--- config.mk ---
export PLATFORM = sky130hd
export DESIGN_NAME = crb_target
export DESIGN_NICKNAME = d
export VERILOG_FILES = /design/src/rtl/crb_pkg.sv /design/src/rtl/crb_locality.sv /design/src/rtl/crb_power.sv /design/src/rtl/crb_exec.sv /design/src/rtl/crb_buffer.sv /design/src/rtl/crb_target.sv
export SDC_FILE = /design/constraint.sdc
export NUM_CORES = 1
export LEC_CHECK = 0
export BUFFER_PORTS_ARGS = -buffer_cell sky130_fd_sc_hd__buf_2
export CAP_MARGIN = 20
export CORE_MARGIN = 2
export CORE_UTILIZATION = 65
export DETAILED_ROUTE_END_ITERATION = 7
export HOLD_SLACK_MARGIN = 0.03
export PLACE_DENSITY = 0.85
export SETUP_SLACK_MARGIN = 0.5
export SLEW_MARGIN = 5
export SYNTH_ARGS = -nofsm -noshare
export SYNTH_HDL_FRONTEND = slang
export SYNTH_SLANG_ARGS = --single-unit
--- constraint.sdc ---
create_clock -name clk_i -period 4.98 [get_ports clk_i]
set_clock_uncertainty 0.15 [all_clocks]
set_input_delay 0.747 -clock clk_i [delete_from_list [all_inputs] [get_ports clk_i]]
set_output_delay 0.747 -clock clk_i [all_outputs]
set_load 0.05 [all_outputs]
--- src/rtl/crb_pkg.sv ---
package crb_pkg;

  localparam int OFF_LOC_STATE = 'h00;
  localparam int OFF_LOC_CTRL  = 'h08;
  localparam int OFF_LOC_STS   = 'h0C;
  localparam int OFF_INTF_ID   = 'h30;
  localparam int OFF_CTRL_REQ  = 'h40;
  localparam int OFF_CTRL_STS  = 'h44;
  localparam int OFF_CANCEL    = 'h48;
  localparam int OFF_START     = 'h4C;
  localparam int OFF_INT_EN    = 'h50;
  localparam int OFF_INT_STS   = 'h54;
  localparam int OFF_CMD_SIZE  = 'h58;
  localparam int OFF_CMD_LO    = 'h5C;
  localparam int OFF_CMD_HI    = 'h60;
  localparam int OFF_RSP_SIZE  = 'h64;
  localparam int OFF_RSP_LO    = 'h68;
  localparam int OFF_RSP_HI    = 'h6C;
  localparam int BUF_BASE      = 'h80;

  typedef enum logic [4:0] {
    SEL_NONE, SEL_LOC_STATE, SEL_LOC_CTRL, SEL_LOC_STS, SEL_INTF_ID,
    SEL_CTRL_REQ, SEL_CTRL_STS, SEL_CANCEL, SEL_START, SEL_INT_EN,
    SEL_INT_STS, SEL_CMD_SIZE, SEL_CMD_LO, SEL_CMD_HI, SEL_RSP_SIZE,
    SEL_RSP_LO, SEL_RSP_HI
  } crb_sel_e;

  function automatic crb_sel_e crb_decode(input logic [31:0] a);
    case (a)
      OFF_LOC_STATE: return SEL_LOC_STATE;
      OFF_LOC_CTRL:  return SEL_LOC_CTRL;
      OFF_LOC_STS:   return SEL_LOC_STS;
      OFF_INTF_ID:   return SEL_INTF_ID;
      OFF_CTRL_REQ:  return SEL_CTRL_REQ;
      OFF_CTRL_STS:  return SEL_CTRL_STS;
      OFF_CANCEL:    return SEL_CANCEL;
      OFF_START:     return SEL_START;
      OFF_INT_EN:    return SEL_INT_EN;
      OFF_INT_STS:   return SEL_INT_STS;
      OFF_CMD_SIZE:  return SEL_CMD_SIZE;
      OFF_CMD_LO:    return SEL_CMD_LO;
      OFF_CMD_HI:    return SEL_CMD_HI;
      OFF_RSP_SIZE:  return SEL_RSP_SIZE;
      OFF_RSP_LO:    return SEL_RSP_LO;
      OFF_RSP_HI:    return SEL_RSP_HI;
      default:       return SEL_NONE;
    endcase
  endfunction

endpackage

--- src/rtl/crb_locality.sv ---
module crb_locality (
  input  logic       clk_i,
  input  logic       rst_ni,
  input  logic       req_i,
  input  logic       rel_i,
  output logic       assigned_o,
  output logic [7:0] state_o
);
  logic assigned_q, estb_q;

  always_ff @(posedge clk_i or negedge rst_ni) begin
    if (!rst_ni) begin
      assigned_q <= 1'b0;
      estb_q     <= 1'b0;
    end else begin
      if (rel_i)      assigned_q <= 1'b0;
      else if (req_i) assigned_q <= 1'b1;
      if (req_i && !rel_i) estb_q <= 1'b1;
    end
  end

  assign assigned_o = assigned_q;
  assign state_o    = {1'b1, 5'b0, assigned_q, estb_q};

  AST_GRANT_FOLLOWS_REQ: assert property (@(posedge clk_i) disable iff (!rst_ni)
    req_i && !rel_i |=> assigned_o && state_o[0]);
  AST_RELINQ_WINS: assert property (@(posedge clk_i) disable iff (!rst_ni)
    rel_i |=> !assigned_o);
endmodule

--- src/rtl/crb_power.sv ---
module crb_power #(
  parameter int PWR_LAT = 4
) (
  input  logic       clk_i,
  input  logic       rst_ni,
  input  logic       go_ready_i,
  input  logic       go_idle_i,
  output logic [1:0] req_o,
  output logic       idle_o,
  output logic       ready_done_o
);
  localparam int CW = $clog2(PWR_LAT + 1);
  localparam logic [CW-1:0] LOAD = CW'(PWR_LAT);

  logic          rdy_q, idl_q, idle_q;
  logic [CW-1:0] cnt_q, cnt_d;
  logic          fire, done_rdy, done_idl, rdy_d, idl_d;

  assign fire     = (cnt_q == CW'(1));
  assign done_rdy = fire && rdy_q;
  assign done_idl = fire && !rdy_q && idl_q;  // ready is served first

  always_comb begin
    rdy_d = (rdy_q && !done_rdy) || go_ready_i;
    idl_d = (idl_q && !done_idl) || go_idle_i;
    if (cnt_q > CW'(1))      cnt_d = cnt_q - CW'(1);
    else if (rdy_d || idl_d) cnt_d = LOAD;
    else                     cnt_d = '0;
  end

  always_ff @(posedge clk_i or negedge rst_ni) begin
    if (!rst_ni) begin
      rdy_q  <= 1'b0;
      idl_q  <= 1'b0;
      idle_q <= 1'b1;
      cnt_q  <= '0;
    end else begin
      rdy_q <= rdy_d;
      idl_q <= idl_d;
      cnt_q <= cnt_d;
      if (done_rdy)      idle_q <= 1'b0;
      else if (done_idl) idle_q <= 1'b1;
    end
  end

  assign req_o        = {idl_q, rdy_q};
  assign idle_o       = idle_q;
  assign ready_done_o = done_rdy;

  AST_READY_LEAVES_IDLE: assert property (@(posedge clk_i) disable iff (!rst_ni)
    $fell(req_o[0]) |-> !idle_o);
  AST_IDLE_ENTERS_IDLE: assert property (@(posedge clk_i) disable iff (!rst_ni)
    $fell(req_o[1]) |-> idle_o);
  AST_REQ_HELD_ON_SET: assert property (@(posedge clk_i) disable iff (!rst_ni)
    go_ready_i |=> req_o[0]);
endmodule

--- src/rtl/crb_exec.sv ---
module crb_exec #(
  parameter int EXEC_CYCLES = 8
) (
  input  logic clk_i,
  input  logic rst_ni,
  input  logic start_wr_i,
  input  logic cancel_wr_i,
  input  logic cancel_val_i,
  input  logic assigned_i,
  input  logic idle_i,
  input  logic ready_done_i,
  output logic start_o,
  output logic cancel_o,
  output logic err_o
);
  localparam int CW = $clog2(EXEC_CYCLES + 1);

  logic          start_q, cancel_q, err_q;
  logic [CW-1:0] cnt_q;
  logic          accept, reject;

  assign accept = start_wr_i && assigned_i && !idle_i && !start_q;
  assign reject = start_wr_i && (!assigned_i || idle_i);

  always_ff @(posedge clk_i or negedge rst_ni) begin
    if (!rst_ni) begin
      start_q  <= 1'b0;
      cancel_q <= 1'b0;
      err_q    <= 1'b0;
      cnt_q    <= '0;
    end else begin
      if (cancel_wr_i) cancel_q <= cancel_val_i;
      if (accept) begin
        start_q <= 1'b1;
        cnt_q   <= CW'(EXEC_CYCLES);
      end else if (start_q) begin
        if (cancel_q || cnt_q == CW'(1)) begin
          start_q <= 1'b0;
          cnt_q   <= '0;
        end else begin
          cnt_q <= cnt_q - CW'(1);
        end
      end
      if (reject)            err_q <= 1'b1;
      else if (ready_done_i) err_q <= 1'b0;
    end
  end

  assign start_o  = start_q;
  assign cancel_o = cancel_q;
  assign err_o    = err_q;

  AST_START_NEEDS_GRANT: assert property (@(posedge clk_i) disable iff (!rst_ni)
    $rose(start_o) |-> $past(assigned_i && !idle_i));
  AST_BAD_START_FLAGS: assert property (@(posedge clk_i) disable iff (!rst_ni)
    $rose(err_o) |-> $past(idle_i || !assigned_i));
  AST_CANCEL_ABORTS: assert property (@(posedge clk_i) disable iff (!rst_ni)
    start_o && cancel_o |=> !start_o);
  AST_ERR_CLEARS_ON_READY: assert property (@(posedge clk_i) disable iff (!rst_ni)
    $fell(err_o) |-> $past(ready_done_i));
endmodule

--- src/rtl/crb_buffer.sv ---
module crb_buffer #(
  parameter int WORDS = 16,
  parameter int IDX_W = 4
) (
  input  logic             clk_i,
  input  logic             rst_ni,
  input  logic             wr_i,
  input  logic [IDX_W-1:0] idx_i,
  input  logic [31:0]      wdata_i,
  output logic [31:0]      rdata_o
);
  logic [31:0] mem_q [WORDS];

  for (genvar g = 0; g < WORDS; g++) begin : g_word
    always_ff @(posedge clk_i or negedge rst_ni) begin
      if (!rst_ni)                             mem_q[g] <= '0;
      else if (wr_i && idx_i == IDX_W'(g))     mem_q[g] <= wdata_i;
    end
  end

  assign rdata_o = (int'(idx_i) < WORDS) ? mem_q[idx_i] : '0;
endmodule

--- src/rtl/crb_target.sv ---
module crb_target #(
  parameter int ADDR_W      = 8,
  parameter int BUF_WORDS   = 16,
  parameter int PWR_LAT     = 4,
  parameter int EXEC_CYCLES = 8
) (
  input  logic              clk_i,
  input  logic              rst_ni,
  input  logic              req_valid_i,
  input  logic              req_write_i,
  input  logic [ADDR_W-1:0] req_addr_i,
  input  logic [31:0]       req_wdata_i,
  output logic              rsp_valid_o,
  output logic [31:0]       rsp_rdata_o
);
  import crb_pkg::*;

  localparam int BUF_BYTES = BUF_WORDS * 4;
  localparam int IDX_W     = (BUF_WORDS > 1) ? $clog2(BUF_WORDS) : 1;

  logic [31:0] a32;
  crb_sel_e    sel;
  logic        wr, rd, buf_hit;
  logic [IDX_W-1:0] buf_idx;
  logic [31:0] buf_rdata, rd_mux, off;

  assign a32     = 32'(req_addr_i);
  assign sel     = crb_decode(a32);
  assign wr      = req_valid_i && req_write_i;
  assign rd      = req_valid_i && !req_write_i;
  assign buf_hit = (a32 >= 32'(BUF_BASE)) && (a32 < 32'(BUF_BASE + BUF_BYTES));
  assign off     = a32 - 32'(BUF_BASE);
  assign buf_idx = IDX_W'(off >> 2);

  logic       assigned;
  logic [7:0] loc_state;
  logic [1:0] pwr_req;
  logic       idle, ready_done, start, cancel, err;
  logic       int_en_q;

  crb_locality u_loc (
    .clk_i, .rst_ni,
    .req_i     (wr && sel == SEL_LOC_CTRL && req_wdata_i[0]),
    .rel_i     (wr && sel == SEL_LOC_CTRL && req_wdata_i[1]),
    .assigned_o(assigned),
    .state_o   (loc_state)
  );

  crb_power #(.PWR_LAT(PWR_LAT)) u_pwr (
    .clk_i, .rst_ni,
    .go_ready_i  (wr && sel == SEL_CTRL_REQ && req_wdata_i[0]),
    .go_idle_i   (wr && sel == SEL_CTRL_REQ && req_wdata_i[1]),
    .req_o       (pwr_req),
    .idle_o      (idle),
    .ready_done_o(ready_done)
  );

  crb_exec #(.EXEC_CYCLES(EXEC_CYCLES)) u_exec (
    .clk_i, .rst_ni,
    .start_wr_i  (wr && sel == SEL_START && req_wdata_i[0]),
    .cancel_wr_i (wr && sel == SEL_CANCEL),
    .cancel_val_i(req_wdata_i[0]),
    .assigned_i  (assigned),
    .idle_i      (idle),
    .ready_done_i(ready_done),
    .start_o     (start),
    .cancel_o    (cancel),
    .err_o       (err)
  );

  crb_buffer #(.WORDS(BUF_WORDS), .IDX_W(IDX_W)) u_buf (
    .clk_i, .rst_ni,
    .wr_i   (wr && buf_hit),
    .idx_i  (buf_idx),
    .wdata_i(req_wdata_i),
    .rdata_o(buf_rdata)
  );

  always_ff @(posedge clk_i or negedge rst_ni) begin
    if (!rst_ni)                       int_en_q <= 1'b0;
    else if (wr && sel == SEL_INT_EN)  int_en_q <= req_wdata_i[31];
  end

  always_comb begin
    unique case (sel)
      SEL_LOC_STATE: rd_mux = {24'b0, loc_state};
      SEL_LOC_STS:   rd_mux = {31'b0, assigned};
      SEL_INTF_ID:   rd_mux = 32'h1;
      SEL_CTRL_REQ:  rd_mux = {30'b0, pwr_req};
      SEL_CTRL_STS:  rd_mux = {30'b0, idle, err};
      SEL_CANCEL:    rd_mux = {31'b0, cancel};
      SEL_START:     rd_mux = {31'b0, start};
      SEL_INT_EN:    rd_mux = {int_en_q, 31'b0};
      SEL_CMD_SIZE,
      SEL_RSP_SIZE:  rd_mux = 32'(BUF_BYTES);
      SEL_CMD_LO,
      SEL_RSP_LO:    rd_mux = 32'(BUF_BASE);
      default:       rd_mux = buf_hit ? buf_rdata : 32'h0;
    endcase
  end

  always_ff @(posedge clk_i or negedge rst_ni) begin
    if (!rst_ni) begin
      rsp_valid_o <= 1'b0;
      rsp_rdata_o <= '0;
    end else begin
      rsp_valid_o <= rd;
      if (rd) rsp_rdata_o <= rd_mux;
    end
  end

  AST_RSP_ONLY_AFTER_READ: assert property (@(posedge clk_i) disable iff (!rst_ni)
    rsp_valid_o |-> $past(rd));
  AST_START_NOT_WHILE_IDLE: assert property (@(posedge clk_i) disable iff (!rst_ni)
    $rose(start) |-> !idle);
endmodule

==> results of run 1 <==
## metal layers
| layer | part of all wire | wire length, µm | track usage |
|---|---|---|---|
| met3 | 0.055 | 3160 | 0.0491 |
| met1 | 0.41 | 23400 | 0.407 |
| met4 | 0.032 | 1850 | 0.108 |
| met5 | 0.00023 | 13 | 0 |
| met2 | 0.50 | 28500 | 0.475 |
## power by group
group / switching (µW) / internal [µW]
Clock: 1750 / 2410
Sequential: 220 / 4940
Combinational: 536 / 572
Total: 2510 / 7920
## through the flow
step / setup WS [ns] / area (µm²) / total power, µW / cells / hold WS (ns)
CTS: 2.09 / 28000 / 10500 / 2208 / 0.0842
finish: 2.05 / 28000 / 10400 / 2211 / 0.0714
global route: 1.92 / 28000 / 10800 / 2209 / 0.140
floorplan: 2.34 / 25400 / 5970 / 1611 / 0.292
detailed placement: 1.47 / 26200 / 6340 / 2108 / 0.319
global placement: 1.53 / 26200 / 6260 / 2108 / 0.312
## layout make-up
class | instances | area share
multi-input cells | 874 | 0.379
clock inverters | 7 | 0.00192
flip-flops and latches | 561 | 0.501
well taps | 518 | 0.0231
repair buffers | 113 | 0.0267
clock buffers | 93 | 0.0632
diodes | 3 | 0.000268
inverters | 42 | 0.00562
## logic make-up after synthesis
logic type / share of synthesized area
AOI/OAI and AO/OA: 0.0153
xor gates and xnor gates: 0.00103
buffers and inverters: 0.0330
adders and majority gates: 0.00236
DFF: 0.553
and+or+nand+nor: 0.0257
muxes: 0.370
## worst min-delay path by stage
stage	cells past startpoint	endpoint	startpoint
global placement	1	u_buf.mem_q[161]	u_buf.mem_q[161]
floorplan	1	u_pwr.idle_o	u_pwr.rdy_q
global route	1	u_pwr.cnt_q[0]	rst_ni
CTS	1	u_pwr.cnt_q[0]	rst_ni
finish	1	u_pwr.cnt_q[0]	rst_ni
detailed placement	1	u_loc.estb_q	u_loc.estb_q
## placed cells by master, fill, tap and decap left out, drive strengths merged, types with 4 or more instances in the layout
cell type / count
dfrtp: 560
mux2: 514
mux4: 160
buf: 113
clkbuf: 93
nand2: 46
inv: 44
o21ai: 37
nor2: 24
nand3: 11
nor3: 10
a21oi: 9
nand2b: 7
nor4: 6
clkinv: 5
nand4: 4
ha: 4
and2: 4
## sequential cells by signal, indices dropped and copies added, names as in the netlist
signal / count
u_buf.mem_q: 512
rsp_rdata_o: 32
u_exec.cnt_q: 4
u_pwr.cnt_q: 3
int_en_q: 1
rsp_valid_o: 1
u_exec.cancel_o: 1
u_exec.err_o: 1
u_exec.start_o: 1
u_loc.assigned_o: 1
u_loc.estb_q: 1
u_pwr.idl_q: 1
u_pwr.idle_o: 1
u_pwr.rdy_q: 1
==> metrics.txt, run 1 <==
outcome complete, no violations; clk slew on worst S/H paths 0.06 ns; total vias in the final route 14487; Seq. cell area 14000 µm²; CP startpoint kind primary input; worst-path cell chain buf_8 -> nand2_1 -> nor2_4 -> buf_4 -> mux2_2; most common cell in the netlist dfrtp_1; CTS Root Cell clkbuf_16; sequential share of the synthesized area 0.553; Syn Std Cell Area 25400 µm²; FP Rows 72; fmax 341 MHz; CP arrival 3.26 ns; Net count, final 1695; cell depth of the worst flop-to-flop path 4; post-DP HPWL 33.5 mm; fill count 2306; Post-synth top cells dfrtp_1, mux2_2, mux4_2; cells after synthesis 1611; initial antenna violation count 3; Worst EP required 5.32 ns; CP Class primary input to register; Worst Path Max Fanout 69; Post-Synthesis Net Count 1659; Final period util 0.588; CTS buffer count 55; Synth-to-Final Area Change 10.4%; min cycle time layout 2.93 ns; critical path buffer and inverter count 2; drt total wl 56.9 mm; wire length per cell 25.7 µm; largest net degree at the start of global routing 113; CP delay by family, top simple AND/OR/NAND/NOR gates; Post-CTS Setup Bufs 0; Finish-stage setup viols 0; CTS H-tree lvls 2; die extent in y 202 µm; pwr dens 372 nW/µm²; vias in the first global route 15594; Yosys top cell area share 0.552; CTS Buffer Depth 3; Multi-input gate area 10600 µm²; Hold-fix buffers, CTS 0; CP Capture Type register; Core Box Area 38600 µm²; Crit-path slowest cell nor2_4; gpl congestion 0.804; Worst-Skew Late Latency 0.61 ns; number of clock sinks 561; global-route wire length before repair 90.9 mm; Routed Antenna Nets 0; layout cell share with drive strength beyond 1 0.493; Post-synth ARST share 1.00; Seq cells post-synth 561; final-report max-slew violation count 0; Initial Utilization 0.657; count of input and output buffers 76; Stages on worst setup path 5; Post-synth EDFFs 0; DRC viols 0; Iteration-0 DRC Markers 1173; Die Span X 202 µm; Peak VDD IR 0.313 mV; Worst Hold Class primary input to async pin; total gr overflow 0; slew at the pin with the worst max-slew slack 0.979 ns; total negative slack 0 ns; post_cts resized 0; Unique masters post-synth 56; Post-synth top flop dfrtp_1; leakage 0.0133 µW; CP endpoint u_buf.mem_q[270]; Boundary Pins 77; dominant cell type by area after synthesis dfrtp_1; fin util 0.726; Crit Reg-Reg Startpoint u_buf.mem_q[387]; R2R setup slack 3.16 ns; RSZ-0062 raised after global routing false; Largest stage delay, worst path 0.86 ns; Reg2Reg Capture Point rsp_rdata_o[3]; Ys Warns 0; Pre-antenna DRT Iters 5; Setup crit start req_addr_i[2]; vias per cell 6.55; TritonCTS clock tree built; Synth area leaders dfrtp_1, mux2_2, mux4_2, mux2_1, buf_2; slew margin rel. 0.346; number of max-cap violations 0; total die area 40700 µm²; Final Hold Viols 0; Total GRT Usage 0.293; Synth Area per Inst 15.8 µm²
Note: power is estimated with default switching activity, not from simulation.
==> run 2, diff against run 1 <==
--- a/config.mk
+++ b/config.mk
@@ -8,10 +8,10 @@
 export BUFFER_PORTS_ARGS = -buffer_cell sky130_fd_sc_hd__buf_2
 export CAP_MARGIN = 20
 export CORE_MARGIN = 2
-export CORE_UTILIZATION = 65
+export CORE_UTILIZATION = 62
 export DETAILED_ROUTE_END_ITERATION = 7
 export HOLD_SLACK_MARGIN = 0.03
-export PLACE_DENSITY = 0.85
+export PLACE_DENSITY = 0.81
 export SETUP_SLACK_MARGIN = 0.5
 export SLEW_MARGIN = 5
 export SYNTH_ARGS = -nofsm -noshare
==> constraint.sdc (replaced) <==
create_clock -name clk_i -period 2.81 [get_ports clk_i]
set_clock_uncertainty 0.15 [all_clocks]
set_input_delay 0.4215 -clock clk_i [delete_from_list [all_inputs] [get_ports clk_i]]
set_output_delay 0.4215 -clock clk_i [all_outputs]
set_load 0.05 [all_outputs]
==> run 2 against run 1 <==
- first-iteration DRC count fell by 15%
- via count is 0.47% lower
- sequential cell count stayed put
- critical path depth rose by 4
- count of clock-buffer cells in the layout shrank 6
- wire length rose by 2.9%
- register-to-register slack got worse by 2.2 ns
- non-clock buffer count up 36
- sequential share of layout area down 1.3 points
- global-route usage is 0.25 points lower
- sequential power is 77% higher
- clock power up 84%
- critical endpoint is now rsp_rdata_o[6]
- largest cell class unchanged
==> metrics.txt, run 2 (synthesis gave the netlist of run 1 again) <==
count of input and output buffers 76; Initial Utilization 0.625; total vias in the final route 14419; Switch Pwr 4480 µW; Final Hold Viols 0; gpl congestion 0.792; CTS Root Cell clkbuf_16; Worst-Skew Late Latency 0.62 ns; Largest Register u_buf.mem_q; CTS Buffer Depth 3; CTS H-tree lvls 2; Comb pwr share 0.107; leakage 0.0137 µW; Net count, final 1732; FP Rows 74; fmax 468 MHz; min cycle time layout 2.14 ns; Reg2Reg Capture Point rsp_rdata_o[18]; Iteration-0 DRC Markers 993; Crit Reg-Reg Startpoint u_buf.mem_q[146]; CP startpoint kind primary input; most common cell after layout, fill and taps aside dfrtp_1; Setup crit start req_valid_i; vias per cell 6.39; slew margin rel. 0.522; Peak VDD IR 0.582 mV; biggest regs u_buf.mem_q x512, rsp_rdata_o x32, u_exec.cnt_q x4; Boundary Pins 77; Die Span X 206 µm; die extent in y 206 µm; slew at the pin with the worst max-slew slack 0.715 ns; total gr overflow 0; Post-DP Area 26800 µm²; TritonCTS clock tree built; switching share of power 0.238; Hold Crit Start req_wdata_i[11]; largest net degree at the start of global routing 105; R2R setup slack 0.97 ns; CP arrival 2.47 ns; drt total wl 58.6 mm; commonest cells after routing, fill and taps aside dfrtp_1, mux2_2, mux4_2, buf_2, mux2_1; Worst EP required 3.14 ns; fin util 0.708; Int Power 14300 µW; Core Box Area 40600 µm²; Total GRT Usage 0.291; cell area after layout 28800 µm²; cell depth of the worst flop-to-flop path 4; CTS buffer count 56; pwr dens 654 nW/µm²; Final period util 0.761; CP Capture Type register; Hold WS 0.0879 ns; max reg flops 512; total negative slack 0 ns; final-report max-slew violation count 0; layout cell share with drive strength beyond 1 0.502; post-DP HPWL 34.0 mm; clk slew on worst S/H paths 0.06 ns; Post-CTS Setup Bufs 0; DRC viols 0; clock network power share 0.407; worst hold stages 2; number of clock sinks 561; outcome complete, no violations; initial antenna violation count 1; RSZ-0062 raised after global routing false; wire length per cell 25.9 µm; Synth-to-Final Area Change 13.3%; Routed Antenna Nets 0; Worst Path Max Fanout 26; Seq pwr share 0.486; Min-Delay Endpoint u_buf.mem_q[43]; CP Class primary input to register; Pre-antenna DRT Iters 5; Worst Hold Class primary input to register; vias in the first global route 15700; total die area 42600 µm²; number of max-cap violations 0; Finish-stage setup viols 0; global-route wire length before repair 92.4 mm
run 2: cell count changes in the layout (fill, tap and decap cells not counted), moves of 2 or more:
cell           change
buf_4              +5
buf_12            +28
dlygate4sd3_1      +3
bufinv_16          +4
diode_2            -2
clkbuf_8           -5
run 2: power by group through the flow:
stage	Sequential [µW]	Combinational, µW	Clock, µW
final	9140	2020	7650
after global routing	9200	2210	8080
after floorplan	9200	1370	0
after CTS	9130	2050	7760
after detailed placement	9260	2020	0
after global placement	9200	1930	0
run 2: layout make-up:
cell class / count / area (µm²)
repair buffers: 149 / 1380
well taps: 532 / 666
clock buffers: 87 / 1700
inverters: 42 / 158
diodes: 1 / 2.50
clock inverters: 12 / 204
flip-flops and latches: 561 / 14000
multi-input cells: 874 / 10600
fillers: 2531 / 11900
run 2: what timing repair did:
| item | CTS | global route |
|---|---|---|
| endpoints found under the hold margin | 260 | 0 |
| hold buffers | 3 | 0 |
| gates resized for setup | 0 | 1 |
| endpoints found under the setup margin | 0 | 1 |
run 2: worst max-delay path: stages:
cell and delay, ns:
buf_2 0.11, dlygate4sd3_1 0.57, nand2b_2 0.10, dlygate4sd3_1 0.57, inv_2 0.08, nand3_4 0.17
buf_12 0.25, nand2b_1 0.14, nand3_1 0.06
run 2: per-layer routing:
| layer | wire length, µm | vias to the layer above | track usage |
|---|---|---|---|
| met4 | 1570 | 0 | 0.0921 |
| met2 | 29400 | 391 | 0.482 |
| li1 | - | 6123 | - |
| met5 | 0 | - | 0 |
| met1 | 24700 | 7783 | 0.404 |
| met3 | 2880 | 122 | 0.0388 |
run 2: worst max path at each step:
stage,to
after CTS,rsp_rdata_o[6]
after global placement,u_buf.mem_q[402]
final,rsp_rdata_o[6]
after floorplan,rsp_rdata_o[10]
after global routing,rsp_rdata_o[6]
after detailed placement,u_buf.mem_q[406]
run 2: per-stage QoR:
step / std cells / setup WS (ns) / total power, µW
2_1_floorplan: 1611 / 0.498 / 10600
3_3_place_gp: 2155 / 0.269 / 11100
3_5_place_dp: 2155 / 0.214 / 11300
4_1_cts: 2257 / 0.609 / 18900
5_1_grt: 2257 / 0.602 / 19500
6_report: 2258 / 0.672 / 18800
==> run 3, diff against run 2 <==
==> constraint.sdc (replaced) <==
create_clock -name clk_i -period 2.2 [get_ports clk_i]
set_clock_uncertainty 0.15 [all_clocks]
set_input_delay 0.33 -clock clk_i [delete_from_list [all_inputs] [get_ports clk_i]]
set_output_delay 0.33 -clock clk_i [all_outputs]
set_load 0.05 [all_outputs]
==> run 3 against run 2 <==
- final cell count increased by 5.0%
- design area increased by 4.6%
- sequential power increased by 28%
- highest routed layer is now met5
- utilization increased by 3.3 points
- sequential share of layout area decreased by 2.1 points
- setup slack got worse by 0.32 ns
- total power increased by 31%
- largest power group unchanged
- via count increased by 4.4%
- sequential cell count unchanged
- critical endpoint is now rsp_rdata_o[1]
- non-clock buffer count increased by 111
- global-route usage increased by 1.3 points
==> metrics.txt, run 3 (synthesis gave the netlist of run 1 again) <==
cell area after layout 30100 µm²; Peak VDD IR 0.929 mV; drt total wl 61.3 mm; gpl congestion 0.855; Final Hold Viols 0; Hold WS 0.0982 ns; clock network power share 0.414; fin util 0.741; Final period util 0.842; Comb pwr share 0.113; number of max-cap violations 0; fill count 2369; slew at the pin with the worst max-slew slack 0.862 ns; Largest Register u_buf.mem_q; Iteration-0 DRC Markers 992; Seq pwr share 0.474; CTS Buffer Depth 3; slew margin rel. 0.425; die extent in y 206 µm; TritonCTS clock tree built; Total GRT Usage 0.304; Finish-stage setup viols 0; ant diodes 0; switching share of power 0.240; DRC viols 0; total power 24700 µW; total die area 42600 µm²; Pre-antenna DRT Iters 5; Worst-Skew Late Latency 0.63 ns; min cycle time layout 1.85 ns; layout cell share with drive strength beyond 1 0.538; vias per cell 6.35; Post-DP Area 27300 µm²; final-report max-slew violation count 0; Int Power 18700 µW; CTS Root Cell clkbuf_16; RSZ-0062 raised after global routing true; Routed Antenna Nets 0; CP arrival 2.17 ns; PnR worst setup slack 0.348 ns; CTS buffer count 56; CP Capture Type register; largest net degree at the start of global routing 102; clk slew on worst S/H paths 0.06 ns; Switch Pwr 5930 µW; Core Box Area 40600 µm²; post-DP HPWL 36.7 mm; pwr dens 820 nW/µm²; CP startpoint kind register; CP Class register to register; pre-CTS setup slack -0.110 ns; Boundary Pins 77; most common cell after layout, fill and taps aside dfrtp_1; Synth-to-Final Area Change 18.5%; number of clock sinks 561; Worst Path Max Fanout 2; CTS H-tree lvls 2; count of input and output buffers 76; initial antenna violation count 1; leakage 0.0143 µW; fmax 540 MHz; vias in the first global route 16439; commonest cells after routing, fill and taps aside dfrtp_1, mux2_2, mux4_2, buf_4, mux2_1; biggest regs u_buf.mem_q x512, rsp_rdata_o x32, u_exec.cnt_q x4; Worst Hold Class primary input to register; global-route wire length before repair 96.4 mm; Initial Utilization 0.625; FP Rows 74; total vias in the final route 15056; total gr overflow 0; Die Span X 206 µm; wire length per cell 25.8 µm; outcome complete, no violations; max reg flops 512; Net count, final 1843; Worst EP required 2.52 ns
==> run 3: area by class of cell <==
class / instances / area, µm² / area share
clock inverter: 29 / 404 / 0.0134
sequential: 561 / 14000 / 0.467
inverter: 42 / 158 / 0.00524
multi-input combinational: 874 / 10700 / 0.354
timing repair buffer: 260 / 2590 / 0.0860
tap: 532 / 666 / 0.0221
clock buffer: 74 / 1590 / 0.0528
==> run 3: critical path: stages, from the launching register on <==
cell and delay, ns:
dfrtp_1 0.39, mux4_2 0.50, mux4_2 0.49, inv_2 0.08
o221ai_2 0.10
==> run 3: final timing paths <==
| kind | startpoint | end | slack, ns | depth (start not counted) |
|---|---|---|---|---|
| setup reg to reg | u_buf.mem_q[129] | rsp_rdata_o[1] | 0.35 | 4 |
| setup / recovery | u_buf.mem_q[129] | rsp_rdata_o[1] | 0.35 | 4 |
| hold reg to reg | u_buf.mem_q[208] | u_buf.mem_q[208] | 0.33 | 1 |
| max in group asynchronous | rst_ni | u_buf.mem_q[450] | 0.79 | 3 |
| hold / removal | req_addr_i[7] | u_pwr.rdy_q | 0.1 | 5 |
| min in group asynchronous | rst_ni | rsp_rdata_o[31] | 0.27 | 3 |
==> run 3: what timing repair did <==
item	in CTS	in global routing
setup endpoints to repair	64	73
cloned	0	0
hold endpoints to repair	918	1
setup buffers	22	7
gates resized for setup	72	22
hold buffers	34	1
==> run 3: through the flow <==
stage / setup TNS, ns / cells
global placement: -0.999 / 2205
detailed placement: -2.09 / 2205
global route: 0 / 2372
finish: 0 / 2372
CTS: 0 / 2364
floorplan: 0 / 1611
==> run 3: power groups by stage <==
stage	clock network, µW	registers (µW)	logic [µW]
3_5_place_dp	0	11800	2620
4_1_cts	10300	11700	2780
6_report	10200	11700	2780
5_1_grt	10800	11800	3020
2_1_floorplan	0	11800	1790
3_3_place_gp	0	11800	2510
==> run 3: per-layer routing <==
| metal | GRT usage | part of all wire | vias to the layer above |
|---|---|---|---|
| li1 | - | - | 6332 |
| met1 | 0.406 | 0.41 | 8106 |
| met2 | 0.499 | 0.50 | 453 |
| met3 | 0.0552 | 0.051 | 163 |
| met4 | 0.123 | 0.038 | 2 |
| met5 | 0 | 0.00028 | - |
